**config.mk**
```make
export PLATFORM = sky130hd
export DESIGN_NAME = smbus_seq
export DESIGN_NICKNAME = d
export VERILOG_FILES = /design/src/rtl/smbus_seq_pkg.sv /design/src/rtl/smbus_seq_len.sv /design/src/rtl/smbus_seq_wdog.sv /design/src/rtl/smbus_seq_fsm.sv /design/src/rtl/smbus_seq.sv
export SDC_FILE = /design/constraint.sdc
export NUM_CORES = 1
export LEC_CHECK = 0
export ABC_AREA = 1
export BUFFER_PORTS_ARGS = -buffer_cell sky130_fd_sc_hd__buf_2
export CAP_MARGIN = 20
export CORE_AREA = 2 2 105 107
export CTS_CLUSTER_SIZE = 40
export DETAILED_ROUTE_END_ITERATION = 12
export DIE_AREA = 0 0 107 109
export PLACE_DENSITY = 0.67
export SETUP_SLACK_MARGIN = 0.05
export SLEW_MARGIN = 20
export SYNTH_ARGS = -nofsm -noshare
export SYNTH_HDL_FRONTEND = slang
export SYNTH_SLANG_ARGS = --single-unit
```
**constraint.sdc**
```tcl
create_clock -name clk -period 3.4 [get_ports clk]
set_input_delay 0.34 -clock clk [delete_from_list [all_inputs] [get_ports clk]]
set_output_delay 0.34 -clock clk [all_outputs]
set_load 0.1 [all_outputs]
```
**src/rtl/smbus_seq_pkg.sv**
```systemverilog
package smbus_seq_pkg;

   typedef enum logic [2:0] {
      ST_IDLE,
      ST_ADDR,
      ST_CMD,
      ST_RSTART,
      ST_QUICK,
      ST_READ,
      ST_WRITE
   } seq_state_t;

   localparam logic [2:0] KIND_QUICK = 3'd0;
   localparam logic [2:0] KIND_BYTE  = 3'd1;
   localparam logic [2:0] KIND_BDATA = 3'd2;
   localparam logic [2:0] KIND_WORD  = 3'd3;
   localparam logic [2:0] KIND_BLOCK = 3'd4;

   localparam logic [1:0] RES_OK    = 2'd0;
   localparam logic [1:0] RES_NODEV = 2'd1;
   localparam logic [1:0] RES_IOERR = 2'd2;
   localparam logic [1:0] RES_INVAL = 2'd3;

endpackage

```
**src/rtl/smbus_seq_len.sv**
```systemverilog
module smbus_seq_len
   import smbus_seq_pkg::*;
#(
   parameter int MAX_BLOCK = 32,
   parameter int LEN_W     = 6
) (
   input  logic [2:0]       kind,
   input  logic             is_read,
   input  logic [LEN_W-1:0] blk_len,
   output logic [LEN_W-1:0] eff_len,
   output logic             cmd_phase,
   output logic             data_is_cmd,
   output logic             reject
);
   localparam logic [LEN_W-1:0] BLK_CAP = LEN_W'(MAX_BLOCK);

   logic bad_kind;
   logic too_long;

   always_comb begin
      eff_len   = '0;
      cmd_phase = 1'b0;
      bad_kind  = 1'b0;
      too_long  = 1'b0;
      unique case (kind)
         KIND_QUICK: eff_len = '0;
         KIND_BYTE:  eff_len = LEN_W'(1);
         KIND_BDATA: begin eff_len = LEN_W'(1); cmd_phase = 1'b1; end
         KIND_WORD:  begin eff_len = LEN_W'(2); cmd_phase = 1'b1; end
         KIND_BLOCK: begin
            eff_len   = blk_len;
            cmd_phase = 1'b1;
            too_long  = (blk_len > BLK_CAP);
         end
         default:    bad_kind = 1'b1;
      endcase
   end

   assign data_is_cmd = (kind == KIND_BYTE) && !is_read;
   assign reject      = bad_kind || too_long || (is_read && (eff_len == '0));

endmodule

```
**src/rtl/smbus_seq_wdog.sv**
```systemverilog
module smbus_seq_wdog #(
   parameter int TMO_W = 16
) (
   input  logic             clk,
   input  logic             rst_n,
   input  logic             run,
   input  logic             kick,
   input  logic [TMO_W-1:0] limit,
   output logic             fire
);
   logic [TMO_W-1:0] cnt_q;

   always_ff @(posedge clk or negedge rst_n) begin
      if (!rst_n) begin
         cnt_q <= '0;
      end else if (!run || kick) begin
         cnt_q <= '0;
      end else if (cnt_q != {TMO_W{1'b1}}) begin
         cnt_q <= cnt_q + TMO_W'(1);
      end
   end

   assign fire = run && !kick && (cnt_q == limit);

endmodule

```
**src/rtl/smbus_seq_fsm.sv**
```systemverilog
module smbus_seq_fsm
   import smbus_seq_pkg::*;
#(
   parameter int LEN_W = 6
) (
   input  logic             clk,
   input  logic             rst_n,
   input  logic             req_valid,
   input  logic             req_read,
   input  logic [6:0]       req_addr,
   input  logic [7:0]       req_cmd,
   input  logic [LEN_W-1:0] dec_len,
   input  logic             dec_cmd_phase,
   input  logic             dec_data_is_cmd,
   input  logic             dec_reject,
   input  logic             wd_fire,
   output logic             wd_run,
   output logic             wd_kick,
   input  logic [7:0]       wr_data,
   input  logic [7:0]       eng_rdata,
   input  logic             ev_ready,
   input  logic             ev_berr,
   input  logic             ev_nack,
   input  logic             ev_master,
   output logic             busy,
   output logic             done,
   output logic [1:0]       result,
   output logic             needs_reset,
   output logic [LEN_W-1:0] wr_idx,
   output logic             rd_we,
   output logic [LEN_W-1:0] rd_idx,
   output logic [7:0]       rd_data,
   output logic             eng_start,
   output logic             eng_stop,
   output logic             eng_wr,
   output logic [7:0]       eng_wdata,
   output logic             eng_nack_last,
   output logic             eng_flag_clr
);
   localparam logic [LEN_W-1:0] ONE = LEN_W'(1);
   localparam logic [LEN_W-1:0] TWO = LEN_W'(2);

   seq_state_t       state_q;
   logic [6:0]       addr_q;
   logic [7:0]       cmd_q;
   logic             rd_q;
   logic             from_cmd_q;
   logic [LEN_W-1:0] rem_q;
   logic [LEN_W-1:0] idx_q;
   logic             any_ev;
   logic             hard_err;

   assign any_ev   = ev_ready || ev_berr || ev_nack;
   assign hard_err = ev_berr || !ev_master;
   assign wd_run   = (state_q != ST_IDLE);
   assign wd_kick  = any_ev;
   assign busy     = (state_q != ST_IDLE);
   assign wr_idx   = idx_q;

   always_ff @(posedge clk or negedge rst_n) begin
      if (!rst_n) begin
         state_q       <= ST_IDLE;
         addr_q        <= '0;
         cmd_q         <= '0;
         rd_q          <= 1'b0;
         from_cmd_q    <= 1'b0;
         rem_q         <= '0;
         idx_q         <= '0;
         done          <= 1'b0;
         result        <= RES_OK;
         needs_reset   <= 1'b0;
         rd_we         <= 1'b0;
         rd_idx        <= '0;
         rd_data       <= '0;
         eng_start     <= 1'b0;
         eng_stop      <= 1'b0;
         eng_wr        <= 1'b0;
         eng_wdata     <= '0;
         eng_nack_last <= 1'b0;
         eng_flag_clr  <= 1'b0;
      end else begin
         done         <= 1'b0;
         rd_we        <= 1'b0;
         eng_start    <= 1'b0;
         eng_stop     <= 1'b0;
         eng_wr       <= 1'b0;
         eng_flag_clr <= 1'b0;

         if (state_q == ST_IDLE) begin
            if (req_valid) begin
               needs_reset <= 1'b0;
               if (dec_reject) begin
                  done   <= 1'b1;
                  result <= RES_INVAL;
               end else begin
                  addr_q        <= req_addr;
                  cmd_q         <= req_cmd;
                  rd_q          <= req_read;
                  from_cmd_q    <= dec_data_is_cmd;
                  rem_q         <= dec_len;
                  idx_q         <= '0;
                  eng_nack_last <= 1'b0;
                  eng_start     <= 1'b1;
                  state_q       <= dec_cmd_phase ? ST_ADDR : ST_QUICK;
               end
            end
         end else if (wd_fire || (any_ev && hard_err)) begin
            state_q       <= ST_IDLE;
            done          <= 1'b1;
            result        <= RES_IOERR;
            needs_reset   <= 1'b1;
            eng_nack_last <= 1'b0;
         end else if (ev_nack) begin
            state_q       <= ST_IDLE;
            done          <= 1'b1;
            result        <= RES_NODEV;
            eng_stop      <= 1'b1;
            eng_flag_clr  <= 1'b1;
            eng_nack_last <= 1'b0;
         end else if (ev_ready) begin
            unique case (state_q)
               ST_ADDR: begin
                  eng_wr    <= 1'b1;
                  eng_wdata <= {addr_q, 1'b0};
                  state_q   <= ST_CMD;
               end
               ST_CMD: begin
                  eng_wr    <= 1'b1;
                  eng_wdata <= cmd_q;
                  state_q   <= rd_q ? ST_RSTART : ST_WRITE;
               end
               ST_RSTART, ST_QUICK: begin
                  // repeated START shares the address step of the short kinds
                  if (state_q == ST_RSTART) eng_start <= 1'b1;
                  eng_wr    <= 1'b1;
                  eng_wdata <= {addr_q, rd_q};
                  if (rd_q) begin
                     eng_nack_last <= (rem_q == ONE);
                     state_q       <= ST_READ;
                  end else begin
                     state_q <= ST_WRITE;
                  end
               end
               ST_READ: begin
                  rd_we   <= 1'b1;
                  rd_idx  <= idx_q;
                  rd_data <= eng_rdata;
                  idx_q   <= idx_q + ONE;
                  rem_q   <= rem_q - ONE;
                  if (rem_q == ONE) begin
                     eng_nack_last <= 1'b0;
                     eng_stop      <= 1'b1;
                     done          <= 1'b1;
                     result        <= RES_OK;
                     state_q       <= ST_IDLE;
                  end else begin
                     eng_nack_last <= (rem_q == TWO);
                  end
               end
               ST_WRITE: begin
                  if (rem_q == '0) begin
                     eng_stop <= 1'b1;
                     done     <= 1'b1;
                     result   <= RES_OK;
                     state_q  <= ST_IDLE;
                  end else begin
                     eng_wr    <= 1'b1;
                     eng_wdata <= from_cmd_q ? cmd_q : wr_data;
                     idx_q     <= idx_q + ONE;
                     rem_q     <= rem_q - ONE;
                  end
               end
               default: state_q <= ST_IDLE;
            endcase
         end
      end
   end

endmodule

```
**src/rtl/smbus_seq.sv**
```systemverilog
module smbus_seq
   import smbus_seq_pkg::*;
#(
   parameter int MAX_BLOCK = 32,
   parameter int TMO_W     = 16,
   localparam int LEN_W    = $clog2(MAX_BLOCK + 2)
) (
   input  logic             clk,
   input  logic             rst_n,
   input  logic             req_valid,
   input  logic             req_read,
   input  logic [6:0]       req_addr,
   input  logic [7:0]       req_cmd,
   input  logic [2:0]       req_kind,
   input  logic [LEN_W-1:0] req_len,
   input  logic [TMO_W-1:0] tmo_limit,
   output logic             busy,
   output logic             done,
   output logic [1:0]       result,
   output logic             needs_reset,
   output logic [LEN_W-1:0] wr_idx,
   input  logic [7:0]       wr_data,
   output logic             rd_we,
   output logic [LEN_W-1:0] rd_idx,
   output logic [7:0]       rd_data,
   output logic             eng_start,
   output logic             eng_stop,
   output logic             eng_wr,
   output logic [7:0]       eng_wdata,
   output logic             eng_nack_last,
   output logic             eng_flag_clr,
   input  logic [7:0]       eng_rdata,
   input  logic             ev_ready,
   input  logic             ev_berr,
   input  logic             ev_nack,
   input  logic             ev_master
);
   generate
      if (MAX_BLOCK < 2) begin : g_bad_block
         $error("smbus_seq: MAX_BLOCK must be at least 2");
      end
      if (TMO_W < 2) begin : g_bad_tmo
         $error("smbus_seq: TMO_W must be at least 2");
      end
   endgenerate

   logic [LEN_W-1:0] dec_len;
   logic             dec_cmd_phase;
   logic             dec_data_is_cmd;
   logic             dec_reject;
   logic             wd_run;
   logic             wd_kick;
   logic             wd_fire;

   smbus_seq_len #(.MAX_BLOCK(MAX_BLOCK), .LEN_W(LEN_W)) u_len (
      .kind        (req_kind),
      .is_read     (req_read),
      .blk_len     (req_len),
      .eff_len     (dec_len),
      .cmd_phase   (dec_cmd_phase),
      .data_is_cmd (dec_data_is_cmd),
      .reject      (dec_reject)
   );

   smbus_seq_wdog #(.TMO_W(TMO_W)) u_wdog (
      .clk   (clk),
      .rst_n (rst_n),
      .run   (wd_run),
      .kick  (wd_kick),
      .limit (tmo_limit),
      .fire  (wd_fire)
   );

   smbus_seq_fsm #(.LEN_W(LEN_W)) u_fsm (
      .clk             (clk),
      .rst_n           (rst_n),
      .req_valid       (req_valid),
      .req_read        (req_read),
      .req_addr        (req_addr),
      .req_cmd         (req_cmd),
      .dec_len         (dec_len),
      .dec_cmd_phase   (dec_cmd_phase),
      .dec_data_is_cmd (dec_data_is_cmd),
      .dec_reject      (dec_reject),
      .wd_fire         (wd_fire),
      .wd_run          (wd_run),
      .wd_kick         (wd_kick),
      .wr_data         (wr_data),
      .eng_rdata       (eng_rdata),
      .ev_ready        (ev_ready),
      .ev_berr         (ev_berr),
      .ev_nack         (ev_nack),
      .ev_master       (ev_master),
      .busy            (busy),
      .done            (done),
      .result          (result),
      .needs_reset     (needs_reset),
      .wr_idx          (wr_idx),
      .rd_we           (rd_we),
      .rd_idx          (rd_idx),
      .rd_data         (rd_data),
      .eng_start       (eng_start),
      .eng_stop        (eng_stop),
      .eng_wr          (eng_wr),
      .eng_wdata       (eng_wdata),
      .eng_nack_last   (eng_nack_last),
      .eng_flag_clr    (eng_flag_clr)
   );

endmodule

```
## Yosys cells after proc, flatten, opt, wreduce, memory -nomap -nowiden

Cells that the tools add are included.

- Reductions and logical operators: 42
- Equality and inequality tests: 24
- Multiplexer cells: 91
- Bitwise operators: 4
- Add/sub/neg operators: 3
- Magnitude comparators: 1

Operators by type and width:

| cell | count |
|---|---|
| 6-bit 2-to-1 mux | 14 |
| 1-bit 2-to-1 mux | 45 |
| 16-bit 2-to-1 mux | 2 |
| 8-bit case mux with 4 select lines | 1 |
| 3-bit 2-to-1 mux | 10 |
| 6-bit case mux with 2 select lines | 2 |
| 2-bit 2-to-1 mux | 9 |
| 6-bit case mux with 3 select lines | 1 |
| 16-bit by 1-bit adder with 16-bit output (second input constant) | 1 |
| 16-bit == test | 1 |
| 8-bit 2-to-1 mux | 2 |
| 16-bit inequality test (second input constant) | 1 |
| 5-bit by 2-bit inequality test with 1-bit output (second input constant) | 3 |
| 3-bit case mux with 5 select lines | 1 |
| 5-bit AND reduction | 3 |
| 3-bit by 2-bit == test with 1-bit output (second input constant) | 4 |
| 3-bit == test (second input constant) | 4 |
| 6-bit zero test | 2 |
| 6-bit AND reduction | 2 |
| 5-bit nonzero test | 2 |
| 2-bit inequality test (second input constant) | 4 |
| 4-bit nonzero test | 2 |
| 1-bit logical OR | 7 |
| 7-bit AND reduction | 1 |
| other kinds (22) | 41 |

- Register bits: 80
- Bits of input ports: 64
- Logic and storage cells: 185
- Output and inout bits: 39

## Logic depth before layout (Yosys ltp)

Gate-level depths: netlist (run 1).

- Word-level depth: 9
- Depth in mapped cells: 14
- Gate-level depth less buffers: 13

## Hierarchy

Synthesis (run 1) repeated with hierarchy kept, for this count alone.

- Cells, all modules: 648
- Area total of the unflattened synthesis: 4,692.0 µm²

Modules (own cells, without submodules):

| module | area an instance (µm²) | times used | cells an instance | seq. area each (µm²) |
|---|---|---|---|---|
| smbus_seq_fsm | 3,251.9 | 1 | 412 | 1,601.5 |
| smbus_seq_wdog | 1,286.2 | 1 | 203 | 400.4 |
| smbus_seq_len | 153.9 | 1 | 33 | 0.0 |

## Worst setup path before layout (run 1)

No wires, ideal clock.

- Kind: register -> register
- Start point: reg u_fsm.state_q[0]
- End point: reg u_fsm.rem_q[3]
- Arrival time: 2.069 ns
- Clock period less this slack: 2.198 ns
- Buffers on the path: 1
- Setup time: 0.129 ns
- Stages on the path, launching flop included: 7
- Required time: 3.271 ns
- Setup slack: 1.202 ns
- Cells stage by stage: dfrtp_1 -> inv_2 -> nand3_4 -> clkbuf_1 -> nor2_1 -> a22oi_1 -> o21ai_1

- Longest elaborated chain between the ends: 6
- Elaborated cells between the ends (all ways): 20
- Classes of those cells: eq/ne: 7; mux: 5; reduce/logical: 8

RTL lines:

| element | RTL line | text |
|---|---|---|
| from (decl) | smbus_seq_fsm.sv:43 | `seq_state_t state_q;` |
| from (signal assigned) | smbus_seq_fsm.sv:104 | `state_q <= dec_cmd_phase ? ST_ADDR : ST_QUICK;` |
| from (signal assigned) | smbus_seq_fsm.sv:130 | `state_q <= rd_q ? ST_RSTART : ST_WRITE;` |
| 3-bit nonzero test | - |  |
| named net busy | smbus_seq.sv:17 | `output logic busy,` |
| 1-bit logical AND (2 in series) | smbus_seq_wdog.sv:23 | `assign fire = run && !kick && (cnt_q == limit);` |
| 1-bit logical OR | smbus_seq_fsm.sv:107 | `end else if (wd_fire \|\| (any_ev && hard_err)) begin` |
| 2-bit by 1-bit inequality test with 1-bit output (no line) | - |  |
| 7-bit AND reduction (no line) | - |  |
| to (signal assigned) | smbus_seq_fsm.sv:100 | `rem_q <= dec_len;` |
| to (signal assigned) | smbus_seq_fsm.sv:149 | `rem_q <= rem_q - ONE;` |
| to (signal assigned) | smbus_seq_fsm.sv:170 | `rem_q <= rem_q - ONE;` |
| to (decl) | smbus_seq_fsm.sv:48 | `logic [LEN_W-1:0] rem_q;` |

The timed path passes the listed nets, and every way through them passes these cells. The select of a mux whose other input is x is not followed.
A chain may end at the register's enable or synchronous reset.

## Worst setup path after layout (run 1)

- Start point: reg u_fsm.state_q[2]
- End point: reg u_fsm.rd_data[2]

- Longest elaborated chain between the ends: 6
- Elaborated cells between the ends (all ways): 9
- Classes of those cells: eq/ne: 1; bitwise: 2; reduce/logical: 6

RTL lines:

| element | RTL line | text |
|---|---|---|
| 3-bit nonzero test | smbus_seq_fsm.sv:55 | `assign wd_run = (state_q != ST_IDLE);` |
| 1-bit logical AND (2 in series) | smbus_seq_wdog.sv:23 |  |
| 1-bit logical OR | smbus_seq_fsm.sv:107 |  |
| 1-bit inverter (no line) | - |  |
| 5-bit AND reduction (no line) * | - |  |
| to (signal assigned) | smbus_seq_fsm.sv:147 | `rd_data <= eng_rdata;` |
| to (decl) | smbus_seq_fsm.sv:32 | `output logic [7:0] rd_data,` |

Mark *: on every way between the ends. The rest lies on a longest branch, timed or not.

==> results of run 1 <==
metal layers:
layer  routed length [um]  global-route usage  share of wire
met1                 5130               0.271           0.45
met2                 5510               0.341           0.49
met3                  551              0.0406          0.049
met4                  155              0.0686          0.014
met5                    0                   0              0
metrics by stage:
stage          utilization  cell area (sq um)  hold slack (ns)  power [mW]  instances
3_3_place_gp         0.499               5290            0.456        3.61        891
5_1_grt              0.518               5490           0.0684        4.64        907
6_report             0.518               5490         -0.00398        4.35        907
3_5_place_dp         0.499               5290            0.458        3.65        891
4_1_cts              0.518               5490            0.160        4.38        907
2_1_floorplan            -               4670           0.0444        3.21        660
path summary, 6_finish.rpt:
| path | from | to | slack, ns | cells after the start |
|---|---|---|---|---|
| max reg2reg | u_fsm.state_q[2]$_DFFE_PN0P_ | u_fsm.rd_data[2]$_DFFE_PN0P_ | 1.01 | 12 |
| max | u_fsm.state_q[2]$_DFFE_PN0P_ | u_fsm.rd_data[2]$_DFFE_PN0P_ | 1.01 | 12 |
| min | rst_n | u_fsm.done$_DFF_PN0_ | -0.004 | 1 |
| min in group clk | req_cmd[7] | u_fsm.cmd_q[7]$_DFFE_PN0P_ | 0.16 | 3 |
| min reg2reg | u_fsm.rd_data[6]$_DFFE_PN0P_ | u_fsm.rd_data[6]$_DFFE_PN0P_ | 0.48 | 2 |
| max in group asynchronous | rst_n | u_fsm.rd_data[6]$_DFFE_PN0P_ | 2.88 | 1 |
layout make-up:
cell class / count / area, sq um
fill: 1078 / 5110
multi-input combinational: 487 / 2280
sequential: 80 / 2000
timing repair buffer: 103 / 524
inverter: 81 / 307
tap: 140 / 175
clock buffer: 9 / 124
clock inverter: 7 / 77.6
kinds of logic (layout without fill, tap and decap cells):
group                      Yosys count  after routing  synth area share
and+or+nand+nor                    397            397             0.368
buffers and inverters               93            200            0.0820
DFF                                 80             80             0.429
AOI/OAI and AO/OA                   79             79            0.0957
adders and majority gates            6              6            0.0161
xor gates and xnor gates             5              5           0.00938
cell usage after synthesis, types with 2 or more instances:
| master | number | area, sq um |
|---|---|---|
| a21oi_1 | 18 | 90.1 |
| nand2_2 | 3 | 18.8 |
| a21oi_2 | 2 | 17.5 |
| clkbuf_1 | 3 | 11.3 |
| o21ai_0 | 35 | 175 |
| nand4_1 | 9 | 56.3 |
| inv_1 | 76 | 285 |
| nor2_1 | 58 | 218 |
| buf_6 | 2 | 22.5 |
| o221ai_1 | 6 | 52.6 |
| buf_2 | 4 | 20.0 |
| o21ai_1 | 9 | 45.0 |
| nand2_4 | 4 | 45.0 |
| buf_4 | 3 | 22.5 |
| a22oi_1 | 3 | 22.5 |
| ha_1 | 6 | 75.1 |
| nand2_1 | 251 | 942 |
| nand3_1 | 53 | 265 |
| dfrtp_1 | 80 | 2000 |
| nand3_4 | 2 | 35.0 |
| nand3b_1 | 3 | 22.5 |
| nor3_1 | 5 | 25.0 |
| inv_2 | 4 | 15.0 |
| xnor2_1 | 4 | 35.0 |
| nor2_4 | 2 | 22.5 |
| a31oi_1 | 2 | 12.5 |
cell usage in the layout, fill, tap and decap left out, drive strengths merged, types with 3 or more instances in the layout:
cell / instances
nand3: 55
clkinv: 3
nand4: 10
dfrtp: 80
inv: 83
nand3b: 3
clkbuf: 9
ha: 6
o21ai: 44
a21oi: 20
o221ai: 6
a22oi: 3
xnor2: 4
nor3: 6
nand2: 258
buf: 103
nor2: 62
sequential cells by signal (all words and copies together), names as in the netlist:
register             flops
u_fsm.eng_nack_last      1
u_fsm.done               1
u_fsm.eng_start          1
u_fsm.needs_reset        1
u_fsm.rd_q               1
u_fsm.cmd_q              8
u_fsm.eng_wdata          8
u_fsm.rem_q              6
u_fsm.rd_idx             6
u_fsm.result             2
u_fsm.rd_we              1
u_fsm.state_q            3
u_wdog.cnt_q            16
u_fsm.eng_stop           1
u_fsm.eng_flag_clr       1
u_fsm.addr_q             7
u_fsm.eng_wr             1
u_fsm.from_cmd_q         1
u_fsm.wr_idx             6
u_fsm.rd_data            8
critical path, delay by kind of cell (launching register included):
kind / cells / cell delay [ns]
buffers and inverters: 2 / 0.39
flip-flops: 1 / 0.45
AND/OR/NAND/NOR: 10 / 1.44
power by group through the flow:
stage,combinational (mW),clock [mW],sequential [mW]
6_report,2.26,0.729,1.36
5_1_grt,2.46,0.780,1.39
4_1_cts,2.27,0.745,1.36
3_5_place_dp,2.27,0,1.38
3_3_place_gp,2.24,0,1.37
2_1_floorplan,1.03,0,2.18
==> run_results.csv, run 1 <==
group,metric,value,unit
placement,place.gp.congestion,0.880,
sta,worstMarginPinSlew,0.747,ns
sta,slew_headroom,0.502,
floorplanning,die_w,107,um
worst_setup_path,cp.required,3.66,ns
clocking,cts_tree,"built",
routing,post_drt_wl_per_cell,12.5,um
sta,period_share,0.703,
worst_setup_path,start_kind,"flip-flop",
clocking,htree_levels,3,
sta,rsz0062_at_grt,"no",
routing,wirelength,11300,um
logic_synthesis,syn_area,4670,sq um
power,seqPwrFrac,0.313,
worst_setup_path,cpMaxStageDelayCell,"dfrtp_1",
worst_setup_path,worstSetupEndpointType,"flip-flop",
logic_synthesis,synth_cell_types,39,
floorplanning,ios,103,
sta,worst_slack,1.01,ns
power,peakVddDrop,0.504,mV
clocking,clock_latency,0.37,ns
flow_run,cap_violations,0,
global_route,track_usage,0.205,
logic_synthesis,ys.flop_type,"dfrtp_1",
routing,drtAntennaViolNets,0,
routing,vias_per_cell,4.97,
logic_synthesis,synth-seq-cells,80,
global_route,grt_max_degree,81,
logic_synthesis,async_flop_share,1.00,
worst_setup_path,cp_data_arrival_time,2.65,ns
worst_hold_path,hold_path_class,"in -> async",
logic_synthesis,yosys_warnings,0,
placement,dp_slack,0.990,ns
logic_synthesis,syn_inst,660,
power,switching_share,0.533,
layout,fin_nets,832,
routing,first_iter_violations,258,
clocking,cts.clk_slew.worst_paths,0.09,ns
global_route,grt_pass1_vias,4304,
global_route,overflow,0,
clocking,cts_setup_buffers,0,
clocking,clockBufferDepth,2,
power,p_switching,2.32,mW
routing,drc_errors,0,
clocking,cts_buffers,9,
sta,whs,-0.00398,ns
floorplanning,core_area,10600,sq um
logic_synthesis,synth_area_per_cell,7.07,sq um
sta,fin_skew,0.0115,ns
power,p_leak,3.00,nW
worst_setup_path,crit_fanout,25,
sta,fin_crit,2.39,ns
power,power_density,791,nW/um^2
placement,port_buffers,102,
layout,syn2layout_area_growth,17.7,%
logic_synthesis,ys_seq_area_frac,0.429,
status,status,"complete, but fails checks",
sta,max_freq,0.418,GHz
power,p_int,2.03,mW
logic_synthesis,synthesis.nets,730,
clocking,postCtsHoldBufs,0,
floorplanning,die_h,109,um
sta,finalHoldViolations,2,
clocking,cts_resized,0,
power,power.share.clock,0.168,
worst_setup_path,worstSetupPathType,"reg -> reg",
placement,dp_hpwl,8620,um
logic_synthesis,synth_edf_count,0,
floorplanning,die_area,11700,sq um
power,power_frac_comb,0.519,
floorplanning,rows,38,
routing,routed-via-count,4508,
routing,drtPass1Iterations,5,
sta,final.setup.tns,0,ns
global_route,grt_pass1_wl,19200,um
status,failed_checks,"negative hold slack",
global_route,antenna_found_initial,0,
layout,drive_gt1_frac,0.185,
floorplanning,initial_core_util,0.440,
layout,antenna_cells,0,
sta,drv_slew,0,
sta,setup_viol,0,
clocking,clkSinkCount,80,
worst_setup_path,cp_cell_sequence,"inv_2 > nand3_4 > inv_4 > nor2_4 > nand2_4 > nor2_4 > nand2_4 > nand3_4 > nor2_8 > nand2_2 > nand2_1 > nand2_1",
clocking,clock-root-buffer,"clkbuf_8",
worst_setup_path,cpPeakStageDelay,0.45,ns
Note: power is estimated with default switching activity, not from simulation.
==> run 2: changes to the inputs <==
- PLACE_DENSITY: 0.67 -> 0.7
- clock period: 3.4 -> 2.2 ns (I/O delays scaled with it)
==> run 2 against run 1 <==
The flow now finishes without violations. Wire length rose by 4.2%. Combinational power rose by 61%. Clock skew fell by 0.00080 ns. Setup slack got worse by 0.75 ns. Global-route usage rose by 0.34 points. Fmax rose by 23%. Clock power rose by 54%. Cell count rose by 1.1%. Critical endpoint is now u_fsm.rd_idx[5]$_DFFE_PN0P_.
==> run_results.csv, run 2 (synthesis results as in run 1) <==
group,metric,value,unit
status,status,"finished clean",
worst_hold_path,hold_path_class,"in -> reg",
sta,fin_crit,1.94,ns
sta,fin_skew,0.0107,ns
sta,max_freq,0.515,GHz
floorplanning,ios,103,
sta,finalHoldViolations,0,
routing,routed-via-count,4575,
layout,largest_reg_flops,16,
power,peakVddDrop,0.902,mV
global_route,grt_pass1_wl,19500,um
sta,period_share,0.883,
worst_setup_path,start_kind,"flip-flop",
power,power.total,6.86,mW
sta,slew_headroom,0.667,
floorplanning,rows,38,
routing,vias_per_cell,4.99,
sta,final.setup.tns,0,ns
floorplanning,die_h,109,um
clocking,cts_tree,"built",
routing,first_iter_violations,319,
layout,design_area,5610,sq um
global_route,grt_pass1_vias,4342,
global_route,grt_max_degree,46,
sta,drv_slew,0,
routing,drtAntennaViolNets,0,
clocking,clock_latency,0.36,ns
worst_setup_path,cp.required,2.45,ns
clocking,cts_buffers,9,
worst_setup_path,cpMaxStageDelayCell,"dfrtp_1",
global_route,track_usage,0.209,
layout,final_cell_mix,"nand2_1, buf_2, dfrtp_1, inv_1, nor2_1",
clocking,clockBufferDepth,2,
placement,port_buffers,102,
layout,syn2layout_area_growth,20.2,%
layout,drive_gt1_frac,0.196,
sta,rsz0062_at_grt,"yes",
worst_setup_path,worstSetupEndpointType,"flip-flop",
sta,whs,0.0559,ns
flow_run,cap_violations,0,
floorplanning,initial_core_util,0.440,
routing,drtPass1Iterations,4,
routing,post_drt_wl_per_cell,12.9,um
floorplanning,die_w,107,um
layout,antenna_cells,0,
floorplanning,die_area,11700,sq um
floorplanning,core_area,10600,sq um
clocking,clock-root-buffer,"clkbuf_8",
global_route,antenna_found_initial,0,
worst_setup_path,crit_fanout,15,
layout,fin_nets,842,
clocking,clkSinkCount,80,
routing,drc_errors,0,
layout,top_register,"u_wdog.cnt_q",
sta,worstMarginPinSlew,0.502,ns
power,p_leak,3.07,nW
placement,dp_hpwl,8870,um
power,power_density,1220,nW/um^2
placement,place.gp.congestion,0.907,
global_route,overflow,0,
clocking,cts.clk_slew.worst_paths,0.09,ns
worst_setup_path,cp_cell_sequence,"inv_1 > nand2_1 > nand2_1 > nand2_1 > nor2_1 > nand2_1 > nor2_4 > nand2_4 > nand3_4 > nor2_8 > nand2_4 > nand2_1 > nand2_1",
placement,placed_area,5370,sq um
worst_setup_path,worstSetupPathType,"reg -> reg",
worst_setup_path,cpPeakStageDelay,0.43,ns
worst_setup_path,cp_data_arrival_time,2.19,ns
clocking,htree_levels,3,
layout,final_common_cell,"nand2_1",
sta,setup_viol,0,
worst_setup_path,cpMostUsedCell,"nand2_1",
routing,wirelength,11800,um
==> run 2: path summary, 6_finish.rpt <==
check	slack (ns)	cells after the start	start	endpoint
max in group asynchronous	1.22	3	rst_n	u_wdog.cnt_q[12]$_DFFE_PN0P_
min in group asynchronous	0.37	2	rst_n	u_fsm.rd_idx[1]$_DFFE_PN0P_
setup / recovery	0.26	13	u_wdog.cnt_q[4]$_DFFE_PN0P_	u_fsm.rd_idx[5]$_DFFE_PN0P_
hold / removal	0.06	3	req_cmd[7]	u_fsm.cmd_q[7]$_DFFE_PN0P_
hold reg to reg	0.48	2	u_fsm.eng_wdata[7]$_DFFE_PN0P_	u_fsm.eng_wdata[7]$_DFFE_PN0P_
setup reg to reg	0.26	13	u_wdog.cnt_q[4]$_DFFE_PN0P_	u_fsm.rd_idx[5]$_DFFE_PN0P_
==> run 2: critical path: cells and delay by family, from the launching register on <==
| family | cells | cell delay, ns |
|---|---|---|
| buffers and inverters | 1 | 0.10 |
| flip-flops | 1 | 0.43 |
| AND/OR/NAND/NOR | 12 | 1.29 |
==> run 2: cell type report <==
class                           count  area (sq um)
Tap cell                          140           175
Clock buffer                        9           124
Fill cell                        1027          4990
Inverter                           81           307
Clock inverter                      7          77.6
Multi-Input combinational cell    488          2310
Sequential cell                    80          2000
Timing Repair Buffer              112           616
==> run 2: metrics by stage <==
stage	worst slack [ns]	std cells	utilization
global placement	0.247	898	0.506
detailed placement	0.167	898	0.506
floorplan	0.353	660	-
global route	0.0317	917	0.529
finish	0.258	917	0.529
CTS	0.140	915	0.526
==> run 2: timing repair <==
item / CTS / global route
resized for setup: 0 / 3
endpoints found under the hold margin: 35 / 0
hold buffers: 1 / 0
setup buffers: 0 / 1
setup endpoints to repair: 0 / 33
==> run 2: report_power, final <==
| group | internal (mW) | switching (mW) | leakage [nW] | total, mW |
|---|---|---|---|---|
| combinational | 0.835 | 2.80 | 1.90 | 3.64 |
| sequential | 1.86 | 0.241 | 1.06 | 2.10 |
| clock | 0.536 | 0.584 | 0.101 | 1.12 |
| total | 3.23 | 3.63 | 3.07 | 6.86 |
==> run 2: per-layer routing <==
metal	wire [um]	vias to the layer above	track usage
li1	-	2321	-
met1	5350	2126	0.272
met2	5720	116	0.350
met3	603	12	0.0418
met4	155	0	0.0714
met5	0	-	0
